**config.mk**
```make
export PLATFORM = sky130hd
export DESIGN_NAME = xcell_gate_ctrl
export DESIGN_NICKNAME = d
export VERILOG_FILES = /design/src/rtl/xcell_pkg.sv /design/src/rtl/xcell_valley_latch.sv /design/src/rtl/xcell_pwm_map.sv /design/src/rtl/xcell_deadband.sv /design/src/rtl/xcell_gate_ctrl.sv
export SDC_FILE = /design/constraint.sdc
export NUM_CORES = 1
export LEC_CHECK = 0
export ABC_CLOCK_PERIOD_IN_PS = 2600
export CAP_MARGIN = 20
export CELL_PAD_IN_SITES_DETAIL_PLACEMENT = 0
export CELL_PAD_IN_SITES_GLOBAL_PLACEMENT = 1
export CORE_UTILIZATION = 37
export DETAILED_ROUTE_END_ITERATION = 10
export PLACE_DENSITY = 0.87
export SLEW_MARGIN = 30
export SYNTH_ARGS = -nofsm -noshare
export SYNTH_HDL_FRONTEND = slang
export SYNTH_HIERARCHICAL = 1
export SYNTH_SLANG_ARGS = --single-unit
```
**constraint.sdc**
```tcl
create_clock -name clk -period 2.6 [get_ports clk]
set_input_delay 0.65 -clock clk [delete_from_list [all_inputs] [get_ports clk]]
set_output_delay 0.65 -clock clk [all_outputs]
set_load 0.02 [all_outputs]
```
**src/rtl/xcell_pkg.sv**
```systemverilog
package xcell_pkg;

  // Gate code of the two capacitor half-bridges.
  typedef struct packed {
    logic t1;
    logic t2;
    logic t3;
    logic t4;
  } tcode_t;

  // Switch-code table indexed by polarity and the insertion state of each capacitor.
  function automatic tcode_t cell_code(input logic neg, input logic ins1, input logic ins2);
    tcode_t c;
    case ({neg, ins1, ins2})
      3'b011:  c = tcode_t'(4'b1001);
      3'b001:  c = tcode_t'(4'b0101);
      3'b010:  c = tcode_t'(4'b1010);
      3'b000:  c = tcode_t'(4'b0110);
      3'b111:  c = tcode_t'(4'b0110);
      3'b101:  c = tcode_t'(4'b1010);
      3'b110:  c = tcode_t'(4'b0101);
      default: c = tcode_t'(4'b1001);
    endcase
    return c;
  endfunction

endpackage

```
**src/rtl/xcell_valley_latch.sv**
```systemverilog
module xcell_valley_latch #(
  parameter int REF_W = 8,
  parameter int VC_W  = 10,
  localparam int CAR_W = REF_W - 1
) (
  input  logic             clk,
  input  logic             rst_n,
  input  logic             valley,
  input  logic [REF_W-1:0] ref_mag,
  input  logic             mode_neg,
  input  logic             cur_pos,
  input  logic [VC_W-1:0]  vc1,
  input  logic [VC_W-1:0]  vc2,
  output logic             mode_q,
  output logic             upper_q,
  output logic [CAR_W-1:0] duty_q,
  output logic             pulse2_q
);

  logic             charge;
  logic             hi2;
  logic             upper_now;
  logic             pulse2_now;
  logic             mode_d;
  logic             upper_d;
  logic [CAR_W-1:0] duty_d;
  logic             pulse2_d;

  always_comb begin
    charge     = mode_neg ^ cur_pos;
    hi2        = (vc2 > vc1);
    upper_now  = ref_mag[REF_W-1];
    // upper+charge or lower+discharge pulse the higher cap; otherwise the lower one
    pulse2_now = hi2 ^ (upper_now ^ charge);
  end

  always_comb begin
    mode_d   = mode_q;
    upper_d  = upper_q;
    duty_d   = duty_q;
    pulse2_d = pulse2_q;
    if (valley) begin
      mode_d   = mode_neg;
      upper_d  = upper_now;
      duty_d   = ref_mag[CAR_W-1:0];
      pulse2_d = pulse2_now;
    end
  end

  always_ff @(posedge clk or negedge rst_n) begin
    if (!rst_n) begin
      mode_q   <= 1'b0;
      upper_q  <= 1'b0;
      duty_q   <= '0;
      pulse2_q <= 1'b0;
    end else begin
      mode_q   <= mode_d;
      upper_q  <= upper_d;
      duty_q   <= duty_d;
      pulse2_q <= pulse2_d;
    end
  end

endmodule

```
**src/rtl/xcell_pwm_map.sv**
```systemverilog
module xcell_pwm_map #(
  parameter int REF_W = 8,
  localparam int CAR_W = REF_W - 1
) (
  input  logic             mode_q,
  input  logic             upper_q,
  input  logic [CAR_W-1:0] duty_q,
  input  logic             pulse2_q,
  input  logic [CAR_W-1:0] carrier,
  output logic [2:0]       want
);
  import xcell_pkg::*;

  logic   pwm;
  logic   ins1;
  logic   ins2;
  tcode_t code;

  always_comb begin
    pwm  = (duty_q > carrier);
    ins1 = pulse2_q ? upper_q : pwm;
    ins2 = pulse2_q ? pwm : upper_q;
    code = cell_code(mode_q, ins1, ins2);
    // a row that is not complementary reads as first switch off
    want[0] = code.t1 & ~code.t2;
    want[1] = code.t3 & ~code.t4;
    want[2] = mode_q;
  end

endmodule

```
**src/rtl/xcell_deadband.sv**
```systemverilog
module xcell_deadband #(
  parameter int   DT_W   = 4,
  parameter logic RST_ON = 1'b0
) (
  input  logic            clk,
  input  logic            rst_n,
  input  logic            want,
  input  logic [DT_W-1:0] dead_cycles,
  output logic            g_hi,
  output logic            g_lo
);

  logic            cur_q;
  logic            cur_d;
  logic [DT_W-1:0] cnt_q;
  logic [DT_W-1:0] cnt_d;
  logic            idle;

  always_comb begin
    cur_d = want;
    cnt_d = cnt_q;
    if (want != cur_q) begin
      cnt_d = dead_cycles;
    end else if (cnt_q != '0) begin
      cnt_d = cnt_q - 1'b1;
    end
  end

  always_ff @(posedge clk or negedge rst_n) begin
    if (!rst_n) begin
      cur_q <= RST_ON;
      cnt_q <= '0;
    end else begin
      cur_q <= cur_d;
      cnt_q <= cnt_d;
    end
  end

  assign idle = (cnt_q == '0);
  assign g_hi = cur_q & idle;
  assign g_lo = ~cur_q & idle;

endmodule

```
**src/rtl/xcell_gate_ctrl.sv**
```systemverilog
module xcell_gate_ctrl #(
  parameter int REF_W = 8,
  parameter int VC_W  = 10,
  parameter int DT_W  = 4
) (
  input  logic             clk,
  input  logic             rst_n,
  input  logic [REF_W-1:0] ref_mag,
  input  logic             mode_neg,
  input  logic             cur_pos,
  input  logic [VC_W-1:0]  vc1,
  input  logic [VC_W-1:0]  vc2,
  input  logic [REF_W-2:0] carrier,
  input  logic [DT_W-1:0]  dead_cycles,
  output logic             s1,
  output logic             s2,
  output logic             t1,
  output logic             t2,
  output logic             t3,
  output logic             t4
);

  localparam int CAR_W = REF_W - 1;
  localparam int NPAIR = 3;
  // reset: T1/T2 -> T2 on, T3/T4 -> T3 on, S1/S2 -> S2 on
  localparam logic [NPAIR-1:0] RST_PAT = 3'b010;

  logic             valley;
  logic             mode_q;
  logic             upper_q;
  logic [CAR_W-1:0] duty_q;
  logic             pulse2_q;
  logic [NPAIR-1:0] want;
  logic [NPAIR-1:0] g_hi;
  logic [NPAIR-1:0] g_lo;

  assign valley = (carrier == '0);

  xcell_valley_latch #(.REF_W(REF_W), .VC_W(VC_W)) u_latch (
    .clk      (clk),
    .rst_n    (rst_n),
    .valley   (valley),
    .ref_mag  (ref_mag),
    .mode_neg (mode_neg),
    .cur_pos  (cur_pos),
    .vc1      (vc1),
    .vc2      (vc2),
    .mode_q   (mode_q),
    .upper_q  (upper_q),
    .duty_q   (duty_q),
    .pulse2_q (pulse2_q)
  );

  xcell_pwm_map #(.REF_W(REF_W)) u_map (
    .mode_q   (mode_q),
    .upper_q  (upper_q),
    .duty_q   (duty_q),
    .pulse2_q (pulse2_q),
    .carrier  (carrier),
    .want     (want)
  );

  for (genvar gi = 0; gi < NPAIR; gi++) begin : g_pair
    xcell_deadband #(.DT_W(DT_W), .RST_ON(RST_PAT[gi])) u_db (
      .clk         (clk),
      .rst_n       (rst_n),
      .want        (want[gi]),
      .dead_cycles (dead_cycles),
      .g_hi        (g_hi[gi]),
      .g_lo        (g_lo[gi])
    );
  end

  assign t1 = g_hi[0];
  assign t2 = g_lo[0];
  assign t3 = g_hi[1];
  assign t4 = g_lo[1];
  assign s1 = g_hi[2];
  assign s2 = g_lo[2];

endmodule

```
* Yosys cells after proc, flatten, opt, wreduce, memory -nomap -nowiden
Index checks and enable logic that the tools add are counted.
** Storage, ports and cells
- Output and inout port bits :: 6
- Bits in registers :: 25
- Bits of input ports :: 43
** Cells by class
- Mux-type cells :: 9
- Add/sub/neg operators :: 3
- Reductions and logical operators :: 14
- Magnitude comparators :: 2
- Bitwise gates (word level) :: 16
- Equality and inequality tests :: 8
** Operators by type and width (number)
- 4-bit 2-to-1 mux :: 6
- 4-bit zero test :: 3
- 4-bit case mux with 3 select lines :: 1
- 4-bit nonzero test :: 3
- 4-bit by 1-bit subtractor with 4-bit output, second input constant :: 3
- 10-bit > comparator :: 1
- 3-bit equality test, second input constant :: 3
- 1-bit bitwise AND :: 8
- 7-bit > comparator :: 1
- 7-bit zero test :: 1
- 2-bit nonzero test :: 3
- 2-bit OR reduction :: 3
- 1-bit inverter :: 5
- 3-bit by 1-bit equality test with 1-bit output, second input constant :: 1
- 3-bit by 2-bit equality test with 1-bit output, second input constant :: 1
- 3-bit zero test :: 1
- 1-bit != test :: 3
- 1-bit XOR :: 3
- 1-bit 2-to-1 mux :: 2

* Depth between registers and ports, before layout
Gate-level depths: netlist of the first run.
- Depth after elaboration :: 9
- Gate-level depth with buffers :: 9

* By module
The synthesis of the first run kept the hierarchy.
** Modules (own cells, without submodules)
- xcell_valley_latch :: instances 1, cells each 64, seq. area each 250.2 µm², area each 683.2 µm²
- xcell_deadband (g_pair[0].u_db ...) :: instances 2, cells each 26, seq. area each 125.1 µm², area each 294.0 µm²
- xcell_deadband (g_pair[1].u_db) :: instances 1, cells each 26, seq. area each 126.4 µm², area each 295.3 µm²
- xcell_pwm_map :: instances 1, cells each 34, seq. area each 0.0 µm², area each 260.2 µm²
- xcell_gate_ctrl :: instances 1, cells each 2, seq. area each 0.0 µm², area each 20.0 µm²

* Least setup slack after synthesis of the first run
OpenSTA, ideal clock, no wires.
- Path kind :: input port to flip-flop
- Start point :: in carrier[4]
- End point :: reg g_pair[1].u_db.cnt_q[3]
- Setup slack :: 37 ps
- Buffers on the path :: 0
- Arrival :: 2445 ps
- Data required time :: 2481 ps
- Stages on the path :: 9
- Cell sequence :: inv_1 ha_1 and4_4 a21boi_4 o21ai_1 xor2_1 xor2_2 mux2_2 o21a_1
** On the way
- Cells in the longest elaborated chain, start to end :: 9
- Elaborated cells between the ends (all ways) :: 18
- Those cells by class :: 1 x order compare; 6 x eq/ne; 4 x mux; 2 x bitwise; 5 x reduce/logical
** Ends and longest elaborated chain
- from (decl) :: line xcell_gate_ctrl.sv:13 : input logic [REF_W-2:0] carrier,
- 7-bit > comparator (*) :: line xcell_pwm_map.sv:20 : pwm = (duty_q > carrier);
- 1-bit 2-to-1 mux (on tied branches) :: line xcell_pwm_map.sv:22, xcell_pwm_map.sv:21
- 3-bit by 1-bit equality test with 1-bit output, or another cell as far along :: line xcell_pkg.sv:14 : case ({neg, ins1, ins2})
- 2-bit OR reduction (no source line)
- 4-bit case mux with 3 select lines (*) :: line xcell_pkg.sv:14
- 1-bit inverter :: line xcell_pwm_map.sv:26 : want[1] = code.t3 & ~code.t4;
- 1-bit bitwise AND (*) :: line xcell_pwm_map.sv:26
- via want[1] :: line xcell_gate_ctrl.sv:33 : logic [NPAIR-1:0] want;
- 1-bit != test (*) :: line xcell_deadband.sv:22 : if (want != cur_q) begin
- 4-bit 2-to-1 mux or 2-bit nonzero test (tied branches)
- to (signal assigned) :: line xcell_deadband.sv:35 : cnt_q <= cnt_d;
- to (decl) :: line xcell_deadband.sv:15 : logic [DT_W-1:0] cnt_q;
Mark *: on every way through the listed nets, which the timed path passes. The rest lies on a longest branch.
A chain may end at the register's enable or synchronous reset.

* Worst setup path after layout of the first run
- Start point :: in carrier[5]
- End point :: reg g_pair[1].u_db.cnt_q[1]
Same word-level chain as after synthesis.

==> results summary, run 1 <==
The run finished with clean final reports. The number of distinct library cells after synthesis came out at 38. The share of async-settable or async-resettable flops after synthesis came out at 100%. The HPWL after detailed placement is 2880 um. The total count of max-transition violations in the final report is 0. Based on the critical path, the design can be clocked at up to 400 MHz.

The number of vias after detailed routing is 1478. The data arrival at the endpoint of the critical path came out at 2670 ps. The count of buffers from port buffering came out at 48.

The final sum of negative setup slack came out at 0 ps. The number of levels in the clock H-tree is 1. The depth of the worst hold-timing path came out at 1. The synthesized netlist cell count came out at 178.

The global-route usage over all layers is 14.9%. The minimum setup slack after placement came out at -515 ps. The total clock buffers created by CTS came out at 3. The transition time of the tightest slew-check pin came out at 390 ps.

Summed over all cells, the static leakage comes to 1.29 nW. The DRC violations left came out at 0. The final count of negative-setup-slack endpoints is 0. The maximum clock skew at final layout came out at 10.7 ps. The clock net in this run drives a total of 25 sinks.

The overall die width came out at 72.7 um. The startpoint identified for the worst hold timing path is u_latch/duty_q[0]$_DFFE_PN0P_. The count of pins on the block boundary is 49.

Walking the worst path, the cells encountered are dlygate4sd2_1 -> inv_2 -> ha_4 -> and4_4 -> a21boi_4 -> o21ai_2 -> xor2_2 -> xor2_2 -> buf_4 -> mux2_2. The aggregate routed wire length came out at 3690 um. The net total in the final layout is 312. Hold timing on the final database bottoms out at a slack of 519 ps. The number of placed cells counting well taps came out at 303.

The net count after synthesis came out at 244. The synthesized design contains 25 register bits. The synthesized netlist occupies a cell area of 1850 sq um.

Across the run, the number of max-cap violations was 0. The type of origin of the critical path is an input pin. The sequential share of the synthesized area came out at 33.9%. The library cell used as clock root buffer is sky130_fd_sc_hd__clkbuf_8. For this design, the slowest cell found on the critical path is sky130_fd_sc_hd__mux2_2.

In the final layout, the share of cells above drive strength 1 is 26.9%. The number of fillers in the final layout came out at 430. The setup slack of the most critical reg-to-reg path is 330 ps.

Yosys printed 6 warnings. The nature of the critical path endpoint is a register. The number of antenna diodes in the final layout is 0. The min-delay analysis places its worst path in the category reg2reg. The core outline area came out at 4750 sq um. The violation count after the first detailed-routing iteration came out at 50.

The endpoint of the worst hold path is u_latch/duty_q[0]$_DFFE_PN0P_. The average vias per placed instance came out at 4.74. The number of global-route vias before repair was 1442. The largest single stage delay on the critical path is 310 ps.

The library cells used most frequently in the layout, excluding fill and tap cells, are sky130_fd_sc_hd__clkdlybuf4s50_1 (35), sky130_fd_sc_hd__dfrtp_1 (24), sky130_fd_sc_hd__inv_1 (20), sky130_fd_sc_hd__ha_1 (18), sky130_fd_sc_hd__buf_4 (17). The highest fanout seen on the critical path is 3. The final core area utilization came out at 57.0%. The cell seen most often among critical-path stages is sky130_fd_sc_hd__xor2_2. In this run the critical register-to-register path is captured at g_pair[1].u_db/cnt_q[1]$_DFFE_PN0P_. The detail route stage leaves a number of antenna-violating nets equal to 0. The clock transition time at the flip-flop clock pins of the worst setup and hold paths is 100 ps. The first detailed-routing pass took 4 iterations. After synthesis, the mean cell area works out to 10.4 sq um. Summed over all layers, the global routing overflow is 0. The count of flip-flops with a built-in enable after synthesis is 0. The worst register-to-register path begins at u_latch/duty_q[6]$_DFFE_PN0P_. For the worst setup path, the data required time is 2770 ps. The relative area change from synthesis to final layout came out at 46.7%. The remaining max-slew budget at the tightest pin is 73.8%. The minimum setup slack in the final design came out at 103 ps. Setup repair after global routing left no endpoint under its margin.

The number of cell rows came out at 25. The detail-routed net length per standard cell came out at 11.8 um. TritonCTS built the clock tree. After layout, the worst path uses 96.0% of the clock period. The initial utilization of the core area, before any placement, comes to 38.8%.

The buffer depth of the longest clock path came out at 2. The setup path with the least slack is of type in2reg. Leaving out fill and tap cells, the most frequent cell in the layout is sky130_fd_sc_hd__clkdlybuf4s50_1. In this run the power density over the cells is 768 nW/um^2. Once layout is complete, the cells apart from fillers number 312.

The congestion estimate from routability-driven global placement came to 0.762. The initial antenna violation count came out at 0. The worst-case IR drop observed on VDD is 0.000348 V. The die footprint is 5280 sq um. The primary flip-flop cell chosen by synthesis mapping is sky130_fd_sc_hd__dfrtp_1.

The clock latency on the worst-skew pair came out at 270 ps. The hold violation count in the final report is 0. The first global-routing pass estimated 6180 um of wire. The routed design could run at a clock period as short as 2500 ps. The floorplan die height is 72.7 um.

The length in cells of the worst reg-to-reg path is 8. Entering global routing, the biggest net connects 26 pins.
[cell type report]
type                       instances  area (sq um)  share of cell area, %
inverter                          25          93.8                   3.46
sequential                        25           627                   23.1
clock buffer                       3          41.3                   1.52
timing repair buffer              65           607                   22.4
clock inverter                     1          5.00                  0.185
multi-input combinational        126          1250                   46.2
tap                               67          83.8                   3.09
[synthesized netlist by cell type (4+ instances only)]
master	instances	area share, %
sky130_fd_sc_hd__a21oi_1	5	1.4
sky130_fd_sc_hd__dfrtp_1	24	33
sky130_fd_sc_hd__ha_1	23	16
sky130_fd_sc_hd__inv_1	25	5.1
sky130_fd_sc_hd__mux2_2	15	9.1
sky130_fd_sc_hd__nand2_1	11	2.2
sky130_fd_sc_hd__nor2_1	4	0.81
sky130_fd_sc_hd__nor3_1	4	1.1
sky130_fd_sc_hd__o21ai_0	4	1.1
sky130_fd_sc_hd__o31ai_1	4	1.6
sky130_fd_sc_hd__xnor2_1	8	3.8
sky130_fd_sc_hd__xor2_1	5	2.4
[critical path, delay by kind of cell]
family | cells | cell delay (ps)
adder cells (fa/ha/maj) | 1 | 260
buffers and inverters | 3 | 440
AO/OA/AOI/OAI | 2 | 310
multiplexers | 1 | 310
AND/OR/NAND/NOR | 1 | 270
XOR/XNOR | 2 | 420
[worst max path at each step]
stage / endpoint / slack [ps] / start
6_report: g_pair[1].u_db/cnt_q[1]$_DFFE_PN0P_ / 100 / carrier[5]
5_1_grt: g_pair[1].u_db/cnt_q[1]$_DFFE_PN0P_ / 30 / carrier[5]
4_1_cts: g_pair[1].u_db/cnt_q[3]$_DFFE_PN0P_ / 2 / carrier[1]
3_5_place_dp: g_pair[1].u_db/cnt_q[3]$_DFFE_PN0P_ / -520 / carrier[4]
3_3_place_gp: g_pair[1].u_db/cnt_q[3]$_DFFE_PN0P_ / -450 / carrier[5]
2_1_floorplan: g_pair[1].u_db/cnt_q[3]$_DFFE_PN0P_ / 40 / carrier[4]
[routing by layer]
layer  GRT usage (%)  vias to the layer above  wire [um]
li1                -                      745          -
met1            18.3                      705       1670
met2            27.0                       24       1880
met3            2.90                        4        110
met4            3.27                        0         30
met5               0                        -          0
[registers in the layout (all words and copies together) (netlist names)]
name               flops
u_latch/duty_q         7
u_latch/pulse2_q       1
u_latch/mode_q         1
g_pair.u_db/cur_q      3
u_latch/upper_q        1
g_pair.u_db/cnt_q     12
[kinds of logic after synthesis]
kind of cell	share of synthesized area, %
and+or+nand+nor	13.1
AOI/OAI and AO/OA	12.1
buffers and inverters	5.69
DFF	33.9
adders and majority gates	15.6
muxes	10.8
xor gates and xnor gates	8.81
[per-stage QoR]
stage	total power (W)	area [sq um]
finish	0.00208	2710
global route	0.00225	2710
CTS	0.00204	2650
detailed placement	0.00169	2490
global placement	0.00166	2490
floorplan	0.00136	1850
[power breakdown]
group          total (W)  switching, W  internal (W)
clock           0.000236      0.000128      0.000107
combinational    0.00118      0.000500      0.000676
sequential      0.000669      0.000131      0.000538
total            0.00208      0.000759       0.00132
[timing repair]
item / CTS / global route
buffers inserted: 4 / 1
endpoints found under the setup margin: 13 / 9
hold buffers: 0 / 0
pin swaps: 9 / 6
gates resized for setup: 22 / 12
(Power assumes the default switching activity.)
==> inputs of run 2 (changes only) <==
--- a/config.mk
+++ b/config.mk
@@ -9,11 +9,10 @@
 export CAP_MARGIN = 20
 export CELL_PAD_IN_SITES_DETAIL_PLACEMENT = 0
 export CELL_PAD_IN_SITES_GLOBAL_PLACEMENT = 1
-export CORE_UTILIZATION = 37
+export CORE_UTILIZATION = 31
 export DETAILED_ROUTE_END_ITERATION = 10
-export PLACE_DENSITY = 0.87
+export PLACE_DENSITY = 0.77
 export SLEW_MARGIN = 30
 export SYNTH_ARGS = -nofsm -noshare
 export SYNTH_HDL_FRONTEND = slang
-export SYNTH_HIERARCHICAL = 1
 export SYNTH_SLANG_ARGS = --single-unit
==> results summary, run 2 <==
The flow ran to the end, and the final reports show no timing, DRC or antenna violations. The clock transition time at the flip-flop clock pins of the worst setup and hold paths came out at 100 ps. The violation count after the first detailed-routing iteration came out at 29. The transition time of the tightest slew-check pin came out at 492 ps.

The remaining max-slew budget at the tightest pin is 67.1%. The share of async-settable or async-resettable flops after synthesis is 100%. In the final layout, the registers with the most flip-flops are g_pair.u_db.cnt_q x12, u_latch.duty_q x7, g_pair.u_db.cur_q x3. By count the netlist is led by sky130_fd_sc_hd__inv_1 (26), sky130_fd_sc_hd__dfrtp_1 (24), sky130_fd_sc_hd__ha_1 (23), sky130_fd_sc_hd__mux2_2 (13), sky130_fd_sc_hd__xnor2_1 (10).

The hold violation count in the final report came to 0. The clock sink total is 25. The switching share of power came out at 35.0%. The worst setup path is captured at a register. The average vias per placed instance came out at 4.50. Across the run, the number of max-cap violations was 0. The static power due to leakage came out at 1.33 nW. The data arrival at the endpoint of the critical path came out at 2690 ps. The count of state elements after synthesis is 25.

The effective utilization at floorplan is 33.0%. The biggest area consumer among synthesized cells is sky130_fd_sc_hd__dfrtp_1. Setup violations remaining at the end of the flow were counted as 0. The number of iterations in the first detailed-routing pass is 2.

The global placer's final weighted congestion came out at 0.787. The number of cell rows came out at 26. The number of global-route vias before repair is 1490. The total count of max-transition violations in the final report is 0. The first-pass GRT wire length is 6350 um. The critical path required time came out at 2770 ps.

The highest fanout seen on the critical path came out at 4. The net total in the final layout is 308. Leaving out fill and tap cells, the most frequent cells in the layout are sky130_fd_sc_hd__clkdlybuf4s50_1 (36), sky130_fd_sc_hd__dfrtp_1 (24), sky130_fd_sc_hd__inv_1 (22), sky130_fd_sc_hd__ha_1 (20), sky130_fd_sc_hd__buf_4 (18). The synthesized area per cell is 10.1 sq um. The sequential power share came out at 32.4%. The register with the most flip-flops in the final layout is g_pair.u_db.cnt_q. The clock network is responsible for 11.9% of the overall power. The post-synthesis instance area came out at 1740 sq um. The buffer depth of the longest clock path is 2. The number of antenna repair diodes came out at 0. In this run the number of H-tree levels came out at 1. The flip-flop count of the largest register, all copies and words added came out at 12. By instance count, the leading cell after synthesis is sky130_fd_sc_hd__inv_1. The final core area utilization came out at 49.8%. Across the VDD grid, the largest voltage drop is 0.000326 V.

The relative area change from synthesis to final layout came out at 50.6%. The initial antenna violation count came out at 0. The share of synthesized area in the top cell type comes to 34.5%. Sequential elements use 36.0% of the synthesized area. At the later pin of the worst-skew pair, clock insertion delay measures 270 ps. The worst hold path belongs to the class reg2reg. The overall die width came out at 77.0 um. STA classifies the critical path startpoint as an input pin. The floorplan die height came out at 77.0 um. During synthesis, Yosys emitted a total of 0 warnings.

The fraction of layout cells with a size suffix above 1 came out at 24.9%. The instance area at placement is 2400 sq um. The post-detailed-route count of antenna-violating nets is 0. The library cell used most frequently in the layout, excluding fill and tap cells, is sky130_fd_sc_hd__clkdlybuf4s50_1. The detail-routed net length per standard cell came out at 11.3 um. After routing the design area is 2620 sq um. The total area inside the core boundary comes to 5270 sq um. For this run, the leading register cell type out of synthesis is sky130_fd_sc_hd__dfrtp_1. The count of buffers from port buffering came out at 48. The ratio of total power to cell area came out at 767 nW/um^2.

Combinational cells account for 55.7% of the total power. TritonCTS built the clock tree. For this run, the total global-route usage over all layers was measured as 13.0%. The sum of net half-perimeters after detailed placement is 2690 um. The number of vias after detailed routing came out at 1398. The cell internal power dissipation came out at 0.00131 W.

Entering global routing, the biggest net connects 26 pins. The maximum clock skew at final layout came out at 7.48 ps. In this run, post-CTS hold repair placed 0 buffers. For the final routed database, the setup TNS stands at 0 ps. The smallest clock period supported by the final layout is computed as 2530 ps. The net count after synthesis came out at 238.

For this design the total switching power over the nets is 0.000704 W. The total clock buffers created by CTS is 3. The count of flip-flops with a built-in enable after synthesis came out at 0. The DRC violations left is 0.

The number of distinct library cells after synthesis came out at 32. The overall power came out at 0.00201 W. After synthesis, the cell types taking the most area are sky130_fd_sc_hd__dfrtp_1 (34%), sky130_fd_sc_hd__ha_1 (17%), sky130_fd_sc_hd__mux2_2 (8.4%).

The die footprint is 5920 sq um. The post-route fraction of the period consumed by the critical path is 97.2%. The tightest hold margin is 514 ps. For this block, the routed nets add up to 3500 um of wire. The tree is rooted in a sky130_fd_sc_hd__clkbuf_8. The maximum clock frequency came out at 396 MHz. The remaining global-route overflow came out at 0.

The critical path in this run is classified as in2reg. 49 I/O pins were placed. The synthesized netlist cell count is 172.
-- run 2: path summary, 6_finish.rpt --
check,start,endpoint,slack (ps),cells after the start
max,carrier[3],g_pair[1].u_db.cnt_q[1]$_DFFE_PN0P_,70,10
min,u_latch.duty_q[0]$_DFFE_PN0N_,u_latch.duty_q[0]$_DFFE_PN0N_,510,1
max reg2reg,u_latch.duty_q[4]$_DFFE_PN0N_,g_pair[1].u_db.cnt_q[1]$_DFFE_PN0P_,240,8
min reg2reg,u_latch.duty_q[0]$_DFFE_PN0N_,u_latch.duty_q[0]$_DFFE_PN0N_,510,1
max in group asynchronous,rst_n,g_pair[1].u_db.cur_q$_DFF_PN1_,1560,2
min in group asynchronous,rst_n,g_pair[0].u_db.cnt_q[3]$_DFFE_PN0P_,730,2
-- run 2: final cells by class --
type	count	area (sq um)
Clock inverter	1	7.51
Tap cell	70	87.6
Multi-Input combinational cell	120	1140
Inverter	26	97.6
Clock buffer	3	41.3
Timing Repair Buffer	66	617
Fill cell	517	2650
Sequential cell	25	627
-- run 2: through the flow --
stage	std cells	setup slack [ps]
global route	311	-2.29
detailed placement	302	-531
global placement	302	-494
floorplan	172	85.9
finish	311	73.4
CTS	310	6.42
-- run 2: worst max-delay path: stages --
cell                            delay (ps)
sky130_fd_sc_hd__dlygate4sd2_1         240
sky130_fd_sc_hd__inv_2                  50
sky130_fd_sc_hd__ha_1                  220
sky130_fd_sc_hd__and4_4                150
sky130_fd_sc_hd__a21boi_4              150
sky130_fd_sc_hd__o41ai_4               360
sky130_fd_sc_hd__xor2_1                250
sky130_fd_sc_hd__xnor2_1               150
sky130_fd_sc_hd__buf_4                 170
sky130_fd_sc_hd__mux2_4                300
-- run 2: kinds of logic (layout without fill, tap and decap cells) --
group	after synthesis	in the layout	share of synthesized area (%)
and+or+nand+nor	38	38	11.5
xor gates and xnor gates	14	14	7.47
muxes	17	17	11.0
buffers and inverters	27	96	5.82
adders and majority gates	23	23	16.5
DFF	25	25	36.0
AOI/OAI and AO/OA	28	28	11.7
-- run 2: repair_timing --
action | CTS | global route
resized for setup | 26 | 13
pin swaps | 15 | 3
buffers inserted | 5 | 1
endpoints found under the setup margin | 12 | 13
-- run 2: power groups by stage --
stage          clock, W  sequential (W)  combinational [W]
2_1_floorplan         0        0.000617           0.000654
3_3_place_gp          0        0.000643           0.000907
3_5_place_dp          0        0.000645           0.000930
4_1_cts        0.000249        0.000651            0.00111
5_1_grt        0.000268        0.000674            0.00124
6_report       0.000240        0.000651            0.00112
-- run 2: per-layer routing --
layer / vias to the layer above / GRT usage (%) / share of wire, %
li1: 726 / - / -
met1: 639 / 16.2 / 47
met2: 33 / 23.3 / 48
met3: 0 / 3.33 / 5.0
met4: 0 / 1.15 / 0
met5: - / 0 / 0
